## config.mk

```make
export PLATFORM = sky130hd
export DESIGN_NAME = mdio_master
export DESIGN_NICKNAME = d
export VERILOG_FILES = /design/src/rtl/mdio_pkg.sv /design/src/rtl/mdio_tick.sv /design/src/rtl/mdio_shift.sv /design/src/rtl/mdio_master.sv
export SDC_FILE = /design/constraint.sdc
export NUM_CORES = 1
export LEC_CHECK = 0
export ABC_AREA = 1
export BUFFER_PORTS_ARGS = -buffer_cell sky130_fd_sc_hd__buf_2
export CELL_PAD_IN_SITES_DETAIL_PLACEMENT = 0
export CELL_PAD_IN_SITES_GLOBAL_PLACEMENT = 2
export CORE_MARGIN = 5
export CORE_UTILIZATION = 29
export DETAILED_ROUTE_END_ITERATION = 8
export HOLD_SLACK_MARGIN = 0.08
export PLACE_DENSITY_LB_ADDON = 0.3
export SETUP_SLACK_MARGIN = 0.3
export SYNTH_ARGS = -nofsm -noshare
export SYNTH_HDL_FRONTEND = slang
export SYNTH_SLANG_ARGS = --single-unit
```

## constraint.sdc

```tcl
create_clock -name clk -period 1.8 [get_ports clk]
set_input_delay 0.18 -clock clk [delete_from_list [all_inputs] [get_ports clk]]
set_output_delay 0.18 -clock clk [all_outputs]
set_load 0.1 [all_outputs]
```

## src/rtl/mdio_pkg.sv

```systemverilog
package mdio_pkg;
    localparam int ADDR_W    = 5;
    localparam int DATA_W    = 16;
    localparam int PRE_BITS  = 32;
    localparam int HDR_BITS  = 4 + 2 * ADDR_W;
    localparam int WR_BITS   = HDR_BITS + 2 + DATA_W;
    localparam int CNT_W     = $clog2(WR_BITS);
    localparam logic [1:0] CODE_START = 2'b01;
    localparam logic [1:0] CODE_RD    = 2'b10;
    localparam logic [1:0] CODE_WR    = 2'b01;
    localparam logic [1:0] CODE_TA    = 2'b10;

    typedef enum logic [3:0] {
        ST_IDLE,
        ST_PRE,
        ST_SEND,
        ST_TURN,
        ST_ACK,
        ST_RDATA,
        ST_RDUMMY,
        ST_END,
        ST_FIN
    } mdio_state_t;
endpackage

```

## src/rtl/mdio_tick.sv

```systemverilog
module mdio_tick #(
    parameter int DIV_W = 8
) (
    input  logic             clk,
    input  logic             rst_n,
    input  logic             en,
    input  logic [DIV_W-1:0] half_div,
    output logic             tick
);
    logic [DIV_W-1:0] cnt_q;

    assign tick = en && (cnt_q == half_div);

    always_ff @(posedge clk or negedge rst_n) begin
        if (!rst_n)          cnt_q <= '0;
        else if (!en || tick) cnt_q <= '0;
        else                 cnt_q <= cnt_q + 1'b1;
    end
endmodule

```

## src/rtl/mdio_shift.sv

```systemverilog
module mdio_shift #(
    parameter int TX_W = 32,
    parameter int RX_W = 16
) (
    input  logic            clk,
    input  logic            rst_n,
    input  logic            load,
    input  logic [TX_W-1:0] load_val,
    input  logic            tx_step,
    input  logic            rx_step,
    input  logic            rx_bit,
    output logic            tx_msb,
    output logic [RX_W-1:0] rx_word
);
    logic [TX_W-1:0] tx_q;
    logic [RX_W-1:0] rx_q;

    assign tx_msb  = tx_q[TX_W-1];
    assign rx_word = rx_q;

    always_ff @(posedge clk or negedge rst_n) begin
        if (!rst_n) begin
            tx_q <= '0;
            rx_q <= '0;
        end else if (load) begin
            tx_q <= load_val;
            rx_q <= '0;
        end else begin
            if (tx_step) tx_q <= {tx_q[TX_W-2:0], 1'b0};
            if (rx_step) rx_q <= {rx_q[RX_W-2:0], rx_bit};
        end
    end
endmodule

```

## src/rtl/mdio_master.sv

```systemverilog
module mdio_master
    import mdio_pkg::*;
#(
    parameter int DIV_W = 8
) (
    input  logic                  clk,
    input  logic                  rst_n,
    input  logic                  req,
    input  logic                  wr,
    input  logic [ADDR_W-1:0]     phy_addr,
    input  logic [ADDR_W-1:0]     reg_addr,
    input  logic [DATA_W-1:0]     wr_data,
    input  logic [DIV_W-1:0]      half_div,
    input  logic                  single_phy,
    output logic                  busy,
    output logic                  done,
    output logic [DATA_W-1:0]     rd_data,
    output logic                  nack,
    output logic                  mdc,
    output logic                  mdo,
    output logic                  mdo_en,
    input  logic                  mdi
);
    mdio_state_t      state_q, state_d;
    logic [CNT_W-1:0] cnt_q;
    logic             mdc_q, is_wr_q, nack_q;
    logic             tick, active, bit_end, rise, last, accept, blocked;
    logic             tx_msb;
    logic [WR_BITS-1:0] frame;

    assign active  = (state_q != ST_IDLE) && (state_q != ST_FIN);
    assign bit_end = tick && mdc_q;
    assign rise    = tick && !mdc_q;
    assign last    = (cnt_q == '0);
    assign accept  = (state_q == ST_IDLE) && req;
    assign blocked = single_phy && !wr && (phy_addr != '0);
    assign frame   = wr ? {CODE_START, CODE_WR, phy_addr, reg_addr, CODE_TA, wr_data}
                        : {CODE_START, CODE_RD, phy_addr, reg_addr, {(WR_BITS-HDR_BITS){1'b0}}};

    mdio_tick #(.DIV_W(DIV_W)) u_tick (
        .clk      (clk),
        .rst_n    (rst_n),
        .en       (active),
        .half_div (half_div),
        .tick     (tick)
    );

    mdio_shift #(.TX_W(WR_BITS), .RX_W(DATA_W)) u_shift (
        .clk      (clk),
        .rst_n    (rst_n),
        .load     (accept),
        .load_val (frame),
        .tx_step  (bit_end && (state_q == ST_SEND)),
        .rx_step  (rise && (state_q == ST_RDATA)),
        .rx_bit   (mdi),
        .tx_msb   (tx_msb),
        .rx_word  (rd_data)
    );

    // next-state decision
    always_comb begin
        state_d = state_q;
        unique case (state_q)
            ST_IDLE:   if (req) state_d = blocked ? ST_FIN : ST_PRE;
            ST_PRE:    if (bit_end && last) state_d = ST_SEND;
            ST_SEND:   if (bit_end && last) state_d = is_wr_q ? ST_END : ST_TURN;
            ST_TURN:   if (bit_end) state_d = ST_ACK;
            ST_ACK:    if (bit_end) state_d = nack_q ? ST_RDUMMY : ST_RDATA;
            ST_RDATA,
            ST_RDUMMY: if (bit_end && last) state_d = ST_END;
            ST_END:    if (bit_end) state_d = ST_FIN;
            ST_FIN:    state_d = ST_IDLE;
            default:   state_d = ST_IDLE;
        endcase
    end

    // state register
    always_ff @(posedge clk or negedge rst_n) begin
        if (!rst_n) state_q <= ST_IDLE;
        else        state_q <= state_d;
    end

    // bit counter, clock phase, latched request attributes
    always_ff @(posedge clk or negedge rst_n) begin
        if (!rst_n) begin
            cnt_q   <= '0;
            mdc_q   <= 1'b0;
            is_wr_q <= 1'b0;
            nack_q  <= 1'b0;
        end else begin
            if (accept) begin
                cnt_q   <= CNT_W'(PRE_BITS - 1);
                is_wr_q <= wr;
                nack_q  <= 1'b0;
            end else if (bit_end) begin
                if (state_d != state_q) begin
                    unique case (state_d)
                        ST_SEND:   cnt_q <= is_wr_q ? CNT_W'(WR_BITS - 1) : CNT_W'(HDR_BITS - 1);
                        ST_RDATA,
                        ST_RDUMMY: cnt_q <= CNT_W'(DATA_W - 1);
                        default:   cnt_q <= '0;
                    endcase
                end else if (!last) begin
                    cnt_q <= cnt_q - 1'b1;
                end
            end
            if (!active)   mdc_q <= 1'b0;
            else if (tick) mdc_q <= !mdc_q;
            if (rise && (state_q == ST_ACK)) nack_q <= mdi;
        end
    end

    // outputs decoded from state
    always_comb begin
        busy   = (state_q != ST_IDLE);
        done   = (state_q == ST_FIN);
        nack   = nack_q;
        mdc    = mdc_q;
        mdo_en = (state_q == ST_PRE) || (state_q == ST_SEND) || ((state_q == ST_END) && is_wr_q);
        mdo    = (state_q == ST_PRE) || ((state_q == ST_SEND) && tx_msb);
    end
endmodule

```

==> impl_metrics.prom, run 1 <==
# TYPE chip_impl_metric gauge
chip_impl_info{name="reg2reg_from",value="u_tick.cnt_q[5]"} 1
chip_impl_metric{name="yosys_register_bits",unit=""} 68
chip_impl_metric{name="endpoints_failing_setup",unit=""} 61
chip_impl_metric{name="groute.usage.overall",unit="%"} 14.5
chip_impl_metric{name="core_region_area",unit="sq um"} 12600
chip_impl_metric{name="ff2ff_setup_slack",unit="ns"} -0.37
chip_impl_info{name="rsz0062_at_grt",value="yes"} 1
chip_impl_metric{name="setup_tns",unit="ns"} -10.36
chip_impl_metric{name="maxClockFrequency",unit="GHz"} 0.462
chip_impl_info{name="worst_hold_path_type",value="in -> reg"} 1
chip_impl_metric{name="via_total_after_detailed_routing",unit=""} 3794
chip_impl_metric{name="routed-wl-met3",unit="um"} 457
chip_impl_metric{name="placementRows",unit=""} 41
chip_impl_metric{name="synth_xor_xnor_area_share",unit="%"} 1.19
chip_impl_info{name="setup.worst_path.end",value="cnt_q[2]"} 1
chip_impl_metric{name="irDropWorstVdd",unit="mV"} 0.708
chip_impl_metric{name="grt_max_degree",unit=""} 46
chip_impl_info{name="clock_tree_root",value="sky130_fd_sc_hd__clkbuf_16"} 1
chip_impl_metric{name="layout.cell_area.non_filler",unit="sq um"} 6220
chip_impl_metric{name="number_of_detailed_route_iterations_in_the_first_pass",unit=""} 4
chip_impl_metric{name="cts_buffers",unit=""} 9
chip_impl_metric{name="synth_cells",unit=""} 484
chip_impl_metric{name="flow.area_growth_from_synthesis",unit="%"} 68.5
chip_impl_metric{name="io-pin-count",unit=""} 62
chip_impl_metric{name="wl_met2",unit="mm"} 5.45
chip_impl_metric{name="power_density",unit="nW/um^2"} 1640
chip_impl_metric{name="globalplace.congestion",unit=""} 0.836
chip_impl_metric{name="drt-met1-wl",unit="mm"} 5.12
chip_impl_metric{name="cp.arrival",unit="ns"} 2.43
chip_impl_metric{name="post-layout-total-power",unit="mW"} 10.2
chip_impl_info{name="crit_type",value="reg -> reg"} 1
chip_impl_metric{name="initial_utilization",unit="%"} 29.4
chip_impl_metric{name="clock_transition_at_the_registers_of_the_reported_paths",unit="ns"} 0.06
chip_impl_metric{name="number_of_warnings_issued_by_yosys",unit=""} 0
chip_impl_metric{name="synth_sequential_area_ratio",unit="%"} 46.1
chip_impl_metric{name="antenna_found_initial",unit=""} 0
chip_impl_metric{name="post_synth_instance_area",unit="sq um"} 3690
chip_impl_metric{name="place_inst",unit=""} 772
chip_impl_metric{name="final_max_slew_viol_count",unit=""} 0
chip_impl_metric{name="synth_simple_gate_area_share",unit="%"} 30.6
chip_impl_metric{name="cts_max_level",unit=""} 3
chip_impl_metric{name="post_synth_fa_ha_maj_area_fraction",unit="%"} 1.02
chip_impl_metric{name="grt_first_pass_wirelength",unit="mm"} 17.2
chip_impl_metric{name="layout_worst_path_cycle_share",unit="%"} 120
chip_impl_metric{name="finalHoldViolations",unit=""} 0
chip_impl_metric{name="avgSynthCellArea",unit="sq um"} 7.62
chip_impl_info{name="setup.worst_path.end_class",value="register"} 1
chip_impl_metric{name="routedWlPerCell",unit="um"} 13.2
chip_impl_metric{name="postLayoutCoreUtil",unit="%"} 49.5
chip_impl_info{name="synth_top_family_by_area",value="simple AND/OR/NAND/NOR gates"} 1
chip_impl_info{name="top_signal_layer_used",value="met4"} 1
chip_impl_info{name="crit_path_start",value="u_tick.cnt_q[5]"} 1
chip_impl_metric{name="worstPathRequired",unit="ns"} 2.07
chip_impl_metric{name="skew",unit="ns"} 0.00595
chip_impl_metric{name="max_slew_margin",unit="%"} 66.8
chip_impl_metric{name="remaining_drc_errors",unit=""} 0
chip_impl_info{name="worstReg2RegEnd",value="cnt_q[2]"} 1
chip_impl_metric{name="die_h",unit="um"} 123
chip_impl_metric{name="post_synth_mux_area_share",unit="%"} 0
chip_impl_info{name="status",value="finished with violations"} 1
chip_impl_info{name="violations",value="setup timing"} 1
chip_impl_metric{name="detail_route.iter0.violations",unit=""} 134
chip_impl_metric{name="die-width",unit="um"} 123
chip_impl_info{name="tritoncts",value="built"} 1
chip_impl_metric{name="cts.sinks",unit=""} 68
chip_impl_metric{name="route.antenna.remaining_nets",unit=""} 0
chip_impl_metric{name="port-buffer-count",unit=""} 61
chip_impl_metric{name="fraction_of_layout_instances_using_a_drive_strength_above_1",unit="%"} 48.7
chip_impl_metric{name="crit_path_max_fanout",unit=""} 4
chip_impl_metric{name="setup_slack",unit="ns"} -0.366
chip_impl_metric{name="first_global_vias",unit=""} 3573
chip_impl_info{name="crit_path_start_kind",value="register"} 1
chip_impl_metric{name="clock_network_latency_to_the_later_pin_of_the_worst_skew_pair",unit="ns"} 0.33
chip_impl_metric{name="die_area",unit="sq um"} 15100
chip_impl_metric{name="placedInstanceArea",unit="sq um"} 4840
chip_impl_metric{name="timing.reg2reg.worst_path_depth",unit=""} 18
chip_impl_metric{name="drv.max_cap_violation_count",unit=""} 0
chip_impl_metric{name="synth_compound_gate_area_share",unit="%"} 11.8
chip_impl_metric{name="post_dr_vias_cell",unit=""} 4.48
chip_impl_metric{name="net_count_of_the_finished_layout",unit=""} 712
chip_impl_metric{name="cts.path.max_buffers",unit=""} 2
chip_impl_metric{name="stdcell_count",unit=""} 847
chip_impl_metric{name="global_route.overflow_total",unit=""} 0
chip_impl_metric{name="final.min_clock_period",unit="ns"} 2.17
chip_impl_metric{name="mappedNetlistNets",unit=""} 527
chip_impl_metric{name="detail_route.wirelength",unit="mm"} 11.2
chip_impl_metric{name="leakagePower",unit="nW"} 3.10
chip_impl_metric{name="synth.lib_cells_used.distinct",unit=""} 34
chip_impl_metric{name="detailed_place_hpwl",unit="mm"} 7.28
chip_impl_metric{name="tightestPinTransition",unit="ns"} 0.502
==> stage by stage <==
| step | hold WS [ns] | setup slack, ns |
|---|---|---|
| global placement | 0.0732 | -0.344 |
| floorplan | -0.116 | -0.593 |
| finish | 0.0955 | -0.366 |
| global route | 0.102 | -0.546 |
| detailed placement | 0.0745 | -0.364 |
| CTS | 0.0885 | -0.331 |
==> report_power, final <==
group          switching, mW  total [mW]  internal, mW
clock                  0.694        1.94          1.25
combinational           3.15        5.90          2.75
sequential             0.327        2.33          2.01
==> synth_stat cells <==
cell / count / area share [%]
sky130_fd_sc_hd__a21oi_1: 10 / 1.4
sky130_fd_sc_hd__a22o_1: 1 / 0.24
sky130_fd_sc_hd__a22oi_1: 5 / 1.0
sky130_fd_sc_hd__a31oi_1: 20 / 3.4
sky130_fd_sc_hd__a32o_1: 1 / 0.27
sky130_fd_sc_hd__buf_2: 8 / 1.1
sky130_fd_sc_hd__clkbuf_1: 4 / 0.41
sky130_fd_sc_hd__clkinv_1: 1 / 0.10
sky130_fd_sc_hd__dfrtp_1: 68 / 46
sky130_fd_sc_hd__ha_1: 3 / 1.0
sky130_fd_sc_hd__inv_1: 70 / 7.1
sky130_fd_sc_hd__inv_2: 6 / 0.61
sky130_fd_sc_hd__nand2_1: 130 / 13
sky130_fd_sc_hd__nand2_2: 13 / 2.2
sky130_fd_sc_hd__nand3_1: 15 / 2.0
sky130_fd_sc_hd__nand3_2: 2 / 0.54
sky130_fd_sc_hd__nand3b_1: 1 / 0.20
sky130_fd_sc_hd__nand4_1: 4 / 0.68
sky130_fd_sc_hd__nand4_4: 2 / 1.2
sky130_fd_sc_hd__nor2_1: 62 / 6.3
sky130_fd_sc_hd__nor2_2: 4 / 0.68
sky130_fd_sc_hd__nor2_4: 6 / 1.8
sky130_fd_sc_hd__nor3_1: 7 / 0.95
sky130_fd_sc_hd__nor3_2: 1 / 0.27
sky130_fd_sc_hd__nor3b_2: 1 / 0.34
sky130_fd_sc_hd__nor4_1: 1 / 0.17
sky130_fd_sc_hd__o211ai_1: 5 / 1.0
sky130_fd_sc_hd__o21ai_0: 15 / 2.0
sky130_fd_sc_hd__o21ai_1: 1 / 0.14
sky130_fd_sc_hd__o21bai_1: 2 / 0.41
sky130_fd_sc_hd__o221ai_1: 3 / 0.71
sky130_fd_sc_hd__o22ai_1: 7 / 1.2
sky130_fd_sc_hd__xnor2_1: 1 / 0.24
sky130_fd_sc_hd__xor2_1: 4 / 0.95
==> worst max-delay path, stage by stage, from the launching register on <==
cell and delay [ns]:
sky130_fd_sc_hd__dfrtp_1 0.41, sky130_fd_sc_hd__buf_4 0.15, sky130_fd_sc_hd__nand2_1 0.05, sky130_fd_sc_hd__nand2_1 0.07, sky130_fd_sc_hd__nor2_2 0.11, sky130_fd_sc_hd__nand2_2 0.08, sky130_fd_sc_hd__nor2_4 0.10, sky130_fd_sc_hd__buf_4 0.13
sky130_fd_sc_hd__nand4_4 0.10, sky130_fd_sc_hd__nor2_4 0.12, sky130_fd_sc_hd__nand2_2 0.08, sky130_fd_sc_hd__nand2_2 0.10, sky130_fd_sc_hd__buf_4 0.10, sky130_fd_sc_hd__inv_1 0.04, sky130_fd_sc_hd__o21ai_1 0.18, sky130_fd_sc_hd__nand2_2 0.07
sky130_fd_sc_hd__nand2_2 0.08, sky130_fd_sc_hd__nor2_1 0.04, sky130_fd_sc_hd__nor2_1 0.07
==> sequential cells by signal (all words and copies together) (netlist names) <==
name             flops
u_tick.cnt_q         8
state_q              4
u_shift.tx_q        32
mdc                  1
nack                 1
cnt_q                5
is_wr_q              1
u_shift.rx_word     16
==> what timing repair did <==
| item | CTS | global route |
|---|---|---|
| resized for setup | 37 | 116 |
| setup buffers | 25 | 20 |
| pin swaps | 13 | 40 |
| endpoints found under the hold margin | 73 | 0 |
| hold buffers | 6 | 0 |
| setup endpoints to repair | 69 | 73 |
| gates cloned | 1 | 6 |
==> cell families after synthesis <==
group                    Yosys count
adder cells (fa/ha/maj)            3
XOR/XNOR                           5
AND/OR/NAND/NOR                  249
buffers and inverters             89
flip-flops                        68
AO/OA/AOI/OAI                     70
==> area by class of cell <==
type,instances,area [sq um]
Sequential cell,68,1710
Tap cell,172,215
Timing Repair Buffer,185,1600
Antenna cell,1,2.50
Timing Repair inverter,1,6.26
Multi-Input combinational cell,327,2050
Clock inverter,6,87.6
Fill cell,1225,6350
Clock buffer,10,239
Inverter,77,308
==> worst min path at each step <==
stage                                     to        start  depth (start not counted)  slack [ns]
after floorplan                     cnt_q[0]        rst_n                          0       -0.12
after global placement    u_shift.rx_word[6]        rst_n                          1        0.07
after detailed placement  u_shift.rx_word[6]        rst_n                          1        0.07
after CTS                   u_shift.tx_q[25]  phy_addr[2]                          3        0.09
after global routing         u_shift.tx_q[3]   wr_data[3]                          3        0.10
final                        u_shift.tx_q[5]   wr_data[5]                          3         0.1
==> cell usage in the layout, fill, tap and decap left out, types with 6 or more instances in the layout <==
cell type / count
sky130_fd_sc_hd__a21oi_2: 7
sky130_fd_sc_hd__a31oi_1: 20
sky130_fd_sc_hd__buf_12: 8
sky130_fd_sc_hd__buf_2: 57
sky130_fd_sc_hd__buf_4: 76
sky130_fd_sc_hd__buf_6: 30
sky130_fd_sc_hd__clkbuf_16: 14
sky130_fd_sc_hd__dfrtp_1: 64
sky130_fd_sc_hd__dlygate4sd3_1: 6
sky130_fd_sc_hd__inv_1: 57
sky130_fd_sc_hd__inv_2: 15
sky130_fd_sc_hd__nand2_1: 111
sky130_fd_sc_hd__nand2_2: 25
sky130_fd_sc_hd__nand2_4: 7
sky130_fd_sc_hd__nand3_1: 14
sky130_fd_sc_hd__nor2_1: 29
sky130_fd_sc_hd__nor2_2: 24
sky130_fd_sc_hd__nor2_4: 19
sky130_fd_sc_hd__o21ai_1: 8
sky130_fd_sc_hd__o22ai_2: 6
==> routing by layer <==
layer | vias up | global-route usage, %
met5 | - | 0
met2 | 72 | 22.5
met1 | 1787 | 19.5
li1 | 1924 | -
met4 | 0 | 6.02
met3 | 11 | 3.23
Power figures use the tool's default switching activity.
==> run 2, diff against run 1 <==
==> constraint.sdc (replaced) <==
create_clock -name clk -period 1.8 [get_ports clk]
set_input_delay 0.36 -clock clk [delete_from_list [all_inputs] [get_ports clk]]
set_output_delay 0.36 -clock clk [all_outputs]
set_load 0.1 [all_outputs]
==> run 2 against run 1 <==
  * The run still ends with setup timing left
  * First-iteration DRC count is 14% higher
  * Final area is 6.3% higher
  * Utilization up 3.1 points
  * Power rose by 7.0%
  * Global-route usage rose by 1.4 points
  * Sequential power fell by 2%
  * Wire length grew 1.8%
  * Non-clock buffer count increased by 14
  * Highest routed layer unchanged
  * Combinational power rose by 16%
  * Largest power group unchanged
==> impl_metrics.prom, run 2 (synthesized netlist as in run 1, its figures left out) <==
# TYPE chip_impl_metric gauge
chip_impl_metric{name="antenna-diode-count",unit=""} 0
chip_impl_metric{name="final_max_slew_viol_count",unit=""} 0
chip_impl_metric{name="cts.sinks",unit=""} 68
chip_impl_metric{name="area_occupied_by_multi_input_gates",unit="sq um"} 2230
chip_impl_metric{name="cp.arrival",unit="ns"} 2.39
chip_impl_info{name="top_register",value="u_shift.tx_q"} 1
chip_impl_metric{name="clock_transition_at_the_registers_of_the_reported_paths",unit="ns"} 0.06
chip_impl_metric{name="net_count_of_the_finished_layout",unit=""} 725
chip_impl_metric{name="grt_max_degree",unit=""} 45
chip_impl_metric{name="maxClockFrequency",unit="GHz"} 0.462
chip_impl_metric{name="via_total_after_detailed_routing",unit=""} 3839
chip_impl_metric{name="route.antenna.remaining_nets",unit=""} 0
chip_impl_metric{name="globalplace.congestion",unit=""} 0.848
chip_impl_metric{name="remaining_drc_errors",unit=""} 0
chip_impl_info{name="status",value="finished with violations"} 1
chip_impl_info{name="layout_commonest_cell",value="sky130_fd_sc_hd__nand2_1"} 1
chip_impl_metric{name="die_area",unit="sq um"} 15100
chip_impl_metric{name="clock_network_latency_to_the_later_pin_of_the_worst_skew_pair",unit="ns"} 0.33
chip_impl_metric{name="post_dr_vias_cell",unit=""} 4.47
chip_impl_metric{name="core_region_area",unit="sq um"} 12600
chip_impl_metric{name="dpl_worst_slack",unit="ns"} -0.473
chip_impl_info{name="min-delay-start",value="reg_addr[3]"} 1
chip_impl_metric{name="final.min_clock_period",unit="ns"} 2.16
chip_impl_metric{name="port-buffer-count",unit=""} 61
chip_impl_metric{name="timing.reg2reg.worst_path_depth",unit=""} 18
chip_impl_metric{name="io-pin-count",unit=""} 62
chip_impl_info{name="setup.worst_path.end_class",value="register"} 1
chip_impl_metric{name="power_density",unit="nW/um^2"} 1650
chip_impl_metric{name="postLayoutCoreUtil",unit="%"} 52.6
chip_impl_metric{name="cell_depth_of_the_worst_min_delay_path",unit=""} 3
chip_impl_metric{name="ff_latch_area",unit="sq um"} 1710
chip_impl_info{name="crit_type",value="reg -> reg"} 1
chip_impl_info{name="worst_hold_path_type",value="in -> reg"} 1
chip_impl_metric{name="flow.area_growth_from_synthesis",unit="%"} 79.1
chip_impl_metric{name="worstPathRequired",unit="ns"} 2.02
chip_impl_info{name="tritoncts",value="built"} 1
chip_impl_metric{name="largest_register_ff_count",unit=""} 32
chip_impl_metric{name="detail_route.wirelength",unit="mm"} 11.4
chip_impl_metric{name="fraction_of_layout_instances_using_a_drive_strength_above_1",unit="%"} 51.2
chip_impl_metric{name="grt_first_pass_wirelength",unit="mm"} 18.8
chip_impl_metric{name="first_global_vias",unit=""} 3883
chip_impl_metric{name="layout_worst_path_cycle_share",unit="%"} 120
chip_impl_info{name="worstReg2RegEnd",value="cnt_q[3]"} 1
chip_impl_metric{name="initial_utilization",unit="%"} 29.4
chip_impl_metric{name="antenna_found_initial",unit=""} 0
chip_impl_metric{name="drv.max_cap_violation_count",unit=""} 0
chip_impl_info{name="clock_tree_root",value="sky130_fd_sc_hd__clkbuf_16"} 1
chip_impl_info{name="layout.cells.most_common_list",value="sky130_fd_sc_hd__nand2_1 (110), sky130_fd_sc_hd__buf_4 (85), sky130_fd_sc_hd__dfrtp_1 (66)"} 1
chip_impl_info{name="violations",value="setup timing"} 1
chip_impl_metric{name="finalHoldViolations",unit=""} 0
chip_impl_metric{name="endpoints_failing_setup",unit=""} 60
chip_impl_metric{name="die-width",unit="um"} 123
chip_impl_metric{name="placedInstanceArea",unit="sq um"} 4880
chip_impl_info{name="crit_path_start_kind",value="register"} 1
chip_impl_metric{name="detail_route.iter0.violations",unit=""} 153
chip_impl_metric{name="placementRows",unit=""} 41
chip_impl_metric{name="layout.filler_cells",unit=""} 1211
chip_impl_metric{name="max_slew_margin",unit="%"} 67.7
chip_impl_metric{name="crit_path_max_fanout",unit=""} 4
chip_impl_metric{name="die_h",unit="um"} 123
chip_impl_metric{name="cts_max_level",unit=""} 3
chip_impl_metric{name="layout.cell_area.non_filler",unit="sq um"} 6610
chip_impl_metric{name="cts.path.max_buffers",unit=""} 2
chip_impl_metric{name="groute.usage.overall",unit="%"} 15.9
chip_impl_metric{name="leakagePower",unit="nW"} 3.26
chip_impl_metric{name="skew",unit="ns"} 0.00604
chip_impl_metric{name="number_of_detailed_route_iterations_in_the_first_pass",unit=""} 4
chip_impl_metric{name="tightestPinTransition",unit="ns"} 0.488
chip_impl_info{name="reg2reg_from",value="u_tick.cnt_q[6]"} 1
chip_impl_metric{name="ff2ff_setup_slack",unit="ns"} -0.36
chip_impl_info{name="worstHoldEndpoint",value="u_shift.tx_q[21]"} 1
chip_impl_metric{name="routedWlPerCell",unit="um"} 13.3
chip_impl_metric{name="cts_buffers",unit=""} 9
chip_impl_metric{name="irDropWorstVdd",unit="mV"} 0.723
chip_impl_info{name="rsz0062_at_grt",value="yes"} 1
chip_impl_metric{name="detailed_place_hpwl",unit="mm"} 7.22
chip_impl_metric{name="global_route.overflow_total",unit=""} 0
chip_impl_metric{name="setup_slack",unit="ns"} -0.364
[run 2: cell count changes in the layout (fill, tap and decap cells not counted), moves of 8 or more]
| cell | before | now |
|---|---|---|
| sky130_fd_sc_hd__buf_2 | 57 | 44 |
| sky130_fd_sc_hd__nor2_1 | 29 | 41 |
| sky130_fd_sc_hd__nor2_2 | 24 | 12 |
| sky130_fd_sc_hd__buf_6 | 30 | 40 |
| sky130_fd_sc_hd__buf_4 | 76 | 85 |
| sky130_fd_sc_hd__a31oi_1 | 20 | 12 |
| sky130_fd_sc_hd__a31oi_4 | 0 | 8 |
[run 2: cell type report]
class	instances	share of cell area, %
Inverter	77	4.66
Clock buffer	11	3.67
Sequential cell	68	25.8
Multi-Input combinational cell	327	33.7
Clock inverter	5	0.795
Tap cell	172	3.26
Timing Repair Buffer	199	28.1
[run 2: timing repair]
action	4_1_cts	5_1_grt
resized for setup	151	66
hold buffers	1	0
setup endpoints to repair	72	78
cloned	5	0
pin swaps	40	37
setup buffers	36	20
hold endpoints to repair	13	0
[run 2: power breakdown]
part           switching (mW)  total (mW)  internal (mW)
Combinational            3.56        6.85           3.29
Clock                   0.654        1.76           1.10
Sequential              0.288        2.29           2.00
[run 2: per-layer routing]
layer | wire length (um) | global-route usage (%)
met1 | 5090 | 20.6
met2 | 5680 | 26.3
met3 | 381 | 2.30
met4 | 233 | 7.21
met5 | 0 | 0
[run 2: worst max path at each step]
stage	from	endpoint	slack, ns	cells past startpoint
5_1_grt	u_tick.cnt_q[4]	cnt_q[2]	-0.55	18
4_1_cts	state_q[1]	mdo_en	-0.35	7
3_5_place_dp	half_div[4]	cnt_q[3]	-0.47	19
2_1_floorplan	state_q[3]	mdo_en	-0.77	5
3_3_place_gp	half_div[5]	cnt_q[2]	-0.43	19
6_report	u_tick.cnt_q[6]	cnt_q[3]	-0.36	18
[run 2: critical path, cell delays in order, from the launching register on]
cell                      delay, ns
sky130_fd_sc_hd__dfrtp_1       0.40
sky130_fd_sc_hd__buf_6         0.12
sky130_fd_sc_hd__inv_2         0.02
sky130_fd_sc_hd__nand2_1       0.04
sky130_fd_sc_hd__nand2_1       0.04
sky130_fd_sc_hd__nor2_1        0.09
sky130_fd_sc_hd__nand2_1       0.09
sky130_fd_sc_hd__nor2_4        0.20
sky130_fd_sc_hd__nand4_4       0.16
sky130_fd_sc_hd__nor2_4        0.16
sky130_fd_sc_hd__nand2_4       0.08
sky130_fd_sc_hd__nand3_2       0.08
sky130_fd_sc_hd__nand2_2       0.07
sky130_fd_sc_hd__nor2_4        0.14
sky130_fd_sc_hd__nand2_2       0.08
sky130_fd_sc_hd__nand2_2       0.06
sky130_fd_sc_hd__nand2_2       0.06
sky130_fd_sc_hd__nor2_1        0.10
sky130_fd_sc_hd__nor2_1        0.04
[run 2: per-stage QoR]
step | hold WS, ns | power (mW) | setup TNS, ns | std cells
6_report | 0.258 | 10.9 | -12.54 | 859
5_1_grt | 0.265 | 11.7 | -21.57 | 859
4_1_cts | 0.253 | 10.2 | -10.22 | 839
3_5_place_dp | 0.303 | 6.68 | -8.80 | 781
3_3_place_gp | 0.292 | 6.64 | -7.37 | 781
2_1_floorplan | 0.0644 | 4.99 | -4.83 | 484
==> run 3, diff against run 2 <==
--- a/config.mk
+++ b/config.mk
@@ -7,13 +7,14 @@
 export LEC_CHECK = 0
 export ABC_AREA = 1
 export BUFFER_PORTS_ARGS = -buffer_cell sky130_fd_sc_hd__buf_2
+export CAP_MARGIN = 20
 export CELL_PAD_IN_SITES_DETAIL_PLACEMENT = 0
 export CELL_PAD_IN_SITES_GLOBAL_PLACEMENT = 2
 export CORE_MARGIN = 5
 export CORE_UTILIZATION = 29
 export DETAILED_ROUTE_END_ITERATION = 8
 export HOLD_SLACK_MARGIN = 0.08
-export PLACE_DENSITY_LB_ADDON = 0.3
+export PLACE_DENSITY = 0.81
 export SETUP_SLACK_MARGIN = 0.3
 export SYNTH_ARGS = -nofsm -noshare
 export SYNTH_HDL_FRONTEND = slang
==> run 3 against run 2 <==
  * Wire length up 1.6%
  * The run still ends with setup timing left
  * Critical path type unchanged
  * Cell count down 2.2%
  * Worst setup slack better by 0.025 ns
==> impl_metrics.prom, run 3 (synthesized netlist as in run 1, its figures left out) <==
# TYPE chip_impl_metric gauge
chip_impl_metric{name="route.antenna.remaining_nets",unit=""} 0
chip_impl_metric{name="cts.sinks",unit=""} 68
chip_impl_info{name="top_register",value="u_shift.tx_q"} 1
chip_impl_metric{name="die_area",unit="sq um"} 15100
chip_impl_metric{name="max_slew_margin",unit="%"} 67.8
chip_impl_metric{name="remaining_drc_errors",unit=""} 0
chip_impl_metric{name="largest_register_ff_count",unit=""} 32
chip_impl_metric{name="irDropWorstVdd",unit="mV"} 0.679
chip_impl_metric{name="cp.arrival",unit="ns"} 2.40
chip_impl_metric{name="via_total_after_detailed_routing",unit=""} 3808
chip_impl_metric{name="global_route.overflow_total",unit=""} 0
chip_impl_metric{name="crit_path_max_fanout",unit=""} 5
chip_impl_metric{name="grt_first_pass_wirelength",unit="mm"} 17.7
chip_impl_metric{name="endpoints_failing_setup",unit=""} 48
chip_impl_info{name="clock_tree_root",value="sky130_fd_sc_hd__clkbuf_16"} 1
chip_impl_metric{name="cts_buffers",unit=""} 9
chip_impl_metric{name="globalplace.congestion",unit=""} 0.881
chip_impl_metric{name="antenna-diode-count",unit=""} 0
chip_impl_metric{name="flow.area_growth_from_synthesis",unit="%"} 70.8
chip_impl_metric{name="leakagePower",unit="nW"} 3.09
chip_impl_metric{name="clock_network_latency_to_the_later_pin_of_the_worst_skew_pair",unit="ns"} 0.33
chip_impl_info{name="timing.critical_path.slowest_stage_cell",value="sky130_fd_sc_hd__dfrtp_1"} 1
chip_impl_metric{name="cts.path.max_buffers",unit=""} 2
chip_impl_metric{name="cts_max_level",unit=""} 3
chip_impl_metric{name="drv.max_cap_violation_count",unit=""} 0
chip_impl_metric{name="die-width",unit="um"} 123
chip_impl_info{name="crit_path_start",value="u_tick.cnt_q[0]"} 1
chip_impl_metric{name="first_global_vias",unit=""} 3737
chip_impl_metric{name="worstPathRequired",unit="ns"} 2.06
chip_impl_info{name="crit_path_start_kind",value="register"} 1
chip_impl_metric{name="setup_tns",unit="ns"} -10.73
chip_impl_info{name="min-delay-start",value="wr_data[0]"} 1
chip_impl_info{name="rsz0062_at_grt",value="yes"} 1
chip_impl_info{name="reg2reg_from",value="u_tick.cnt_q[0]"} 1
chip_impl_metric{name="port-buffer-count",unit=""} 61
chip_impl_info{name="layout_commonest_cell",value="sky130_fd_sc_hd__nand2_1"} 1
chip_impl_metric{name="detail_route.iter0.violations",unit=""} 179
chip_impl_metric{name="finalHoldViolations",unit=""} 0
chip_impl_metric{name="initial_utilization",unit="%"} 29.4
chip_impl_info{name="status",value="finished with violations"} 1
chip_impl_metric{name="antenna_found_initial",unit=""} 0
chip_impl_metric{name="grt_max_degree",unit=""} 49
chip_impl_metric{name="power_density",unit="nW/um^2"} 1650
chip_impl_info{name="worstReg2RegEnd",value="cnt_q[1]"} 1
chip_impl_info{name="critical_path_cell_by_cell",value="inv_2 -> nand2_1 -> nand2_1 -> nand2_2 -> nor2_4 -> nand4_4 -> nand2_1 -> nand2_1 -> nor2_2 -> nand2_2 -> nand2_2 -> nand2_2 -> nor2_4 -> buf_6 -> nand3b_1 -> nand3_1 -> nand2_1 -> nand2_1"} 1
chip_impl_metric{name="post_dr_vias_cell",unit=""} 4.53
chip_impl_metric{name="cpPeakStageDelay",unit="ns"} 0.40
chip_impl_metric{name="die_h",unit="um"} 123
chip_impl_info{name="setup.worst_path.end",value="cnt_q[1]"} 1
chip_impl_info{name="setup.worst_path.end_class",value="register"} 1
chip_impl_info{name="cell_repeated_most_along_the_worst_path",value="sky130_fd_sc_hd__nand2_1"} 1
chip_impl_metric{name="placementRows",unit=""} 41
chip_impl_metric{name="fraction_of_layout_instances_using_a_drive_strength_above_1",unit="%"} 47.8
chip_impl_metric{name="final_max_slew_viol_count",unit=""} 0
chip_impl_info{name="worst_hold_path_type",value="in -> reg"} 1
chip_impl_metric{name="detail_route.wirelength",unit="mm"} 11.6
chip_impl_metric{name="skew",unit="ns"} 0.00856
chip_impl_metric{name="postLayoutCoreUtil",unit="%"} 50.2
chip_impl_info{name="tritoncts",value="built"} 1
chip_impl_metric{name="timing.reg2reg.worst_path_depth",unit=""} 18
chip_impl_info{name="layout.cells.most_common_list",value="sky130_fd_sc_hd__nand2_1 (109), sky130_fd_sc_hd__buf_4 (87), sky130_fd_sc_hd__dfrtp_1 (65)"} 1
chip_impl_info{name="crit_type",value="reg -> reg"} 1
chip_impl_metric{name="setup_slack",unit="ns"} -0.339
chip_impl_metric{name="tightestPinTransition",unit="ns"} 0.486
chip_impl_metric{name="post-layout-total-power",unit="mW"} 10.4
chip_impl_metric{name="detailed_place_hpwl",unit="mm"} 7.31
chip_impl_metric{name="ff2ff_setup_slack",unit="ns"} -0.34
chip_impl_metric{name="final.min_clock_period",unit="ns"} 2.14
chip_impl_metric{name="dpl_worst_slack",unit="ns"} -0.450
chip_impl_metric{name="core_region_area",unit="sq um"} 12600
chip_impl_metric{name="groute.usage.overall",unit="%"} 14.9
chip_impl_metric{name="number_of_detailed_route_iterations_in_the_first_pass",unit=""} 4
chip_impl_metric{name="layout_worst_path_cycle_share",unit="%"} 119
chip_impl_metric{name="routedWlPerCell",unit="um"} 13.8
chip_impl_metric{name="io-pin-count",unit=""} 62
chip_impl_metric{name="clock_transition_at_the_registers_of_the_reported_paths",unit="ns"} 0.06
chip_impl_metric{name="maxClockFrequency",unit="GHz"} 0.468
chip_impl_metric{name="net_count_of_the_finished_layout",unit=""} 707
chip_impl_info{name="violations",value="setup timing"} 1
run 3: worst max-delay path: cells and delay by family (launching register included):
kind	cells	cell delay, ns
buf+inv	2	0.19
flops	1	0.40
simple gates	16	1.48
run 3: layout make-up:
cell class	instances	area, sq um
fill	1202	6260
clock inverter	4	27.5
multi-input combinational	327	2160
clock buffer	11	233
sequential	68	1710
timing repair buffer	181	1650
inverter	77	304
tap	172	215
run 3: how the worst min path moves through the flow:
stage / cells past startpoint / slack [ns] / end
2_1_floorplan: 0 / 0.06 / cnt_q[0]
3_3_place_gp: 1 / 0.18 / state_q[3]
3_5_place_dp: 1 / 0.17 / state_q[3]
4_1_cts: 3 / 0.26 / u_shift.tx_q[18]
5_1_grt: 2 / 0.26 / u_shift.tx_q[0]
6_report: 2 / 0.26 / u_shift.tx_q[0]
run 3: power breakdown:
| part | total (mW) | leakage, nW | switching, mW | internal (mW) |
|---|---|---|---|---|
| registers | 2.30 | 0.845 | 0.293 | 2.01 |
| logic | 6.51 | 2.13 | 3.47 | 3.04 |
| clock network | 1.57 | 0.118 | 0.652 | 0.922 |
run 3: metrics by stage:
step           instance area, sq um  hold WS [ns]  cells
2_1_floorplan                  3750        0.0644    484
3_3_place_gp                   4820         0.175    773
3_5_place_dp                   4820         0.174    773
4_1_cts                        5660         0.258    817
5_1_grt                        6300         0.262    840
6_report                       6300         0.265    840
run 3: timing repair:
item                       CTS  global route
hold endpoints to repair    16             0
cloned                       4             2
buffers inserted            24            21
setup endpoints to repair   81            76
hold buffers                 1             0
resized for setup           81            92
pin swaps                   24            42
run 3: metal layers:
| metal | global-route usage [%] | wire length (um) |
|---|---|---|
| met1 | 18.5 | 4920 |
| met2 | 26.0 | 6040 |
| met3 | 2.76 | 375 |
| met4 | 5.04 | 238 |
| met5 | 0 | 0 |
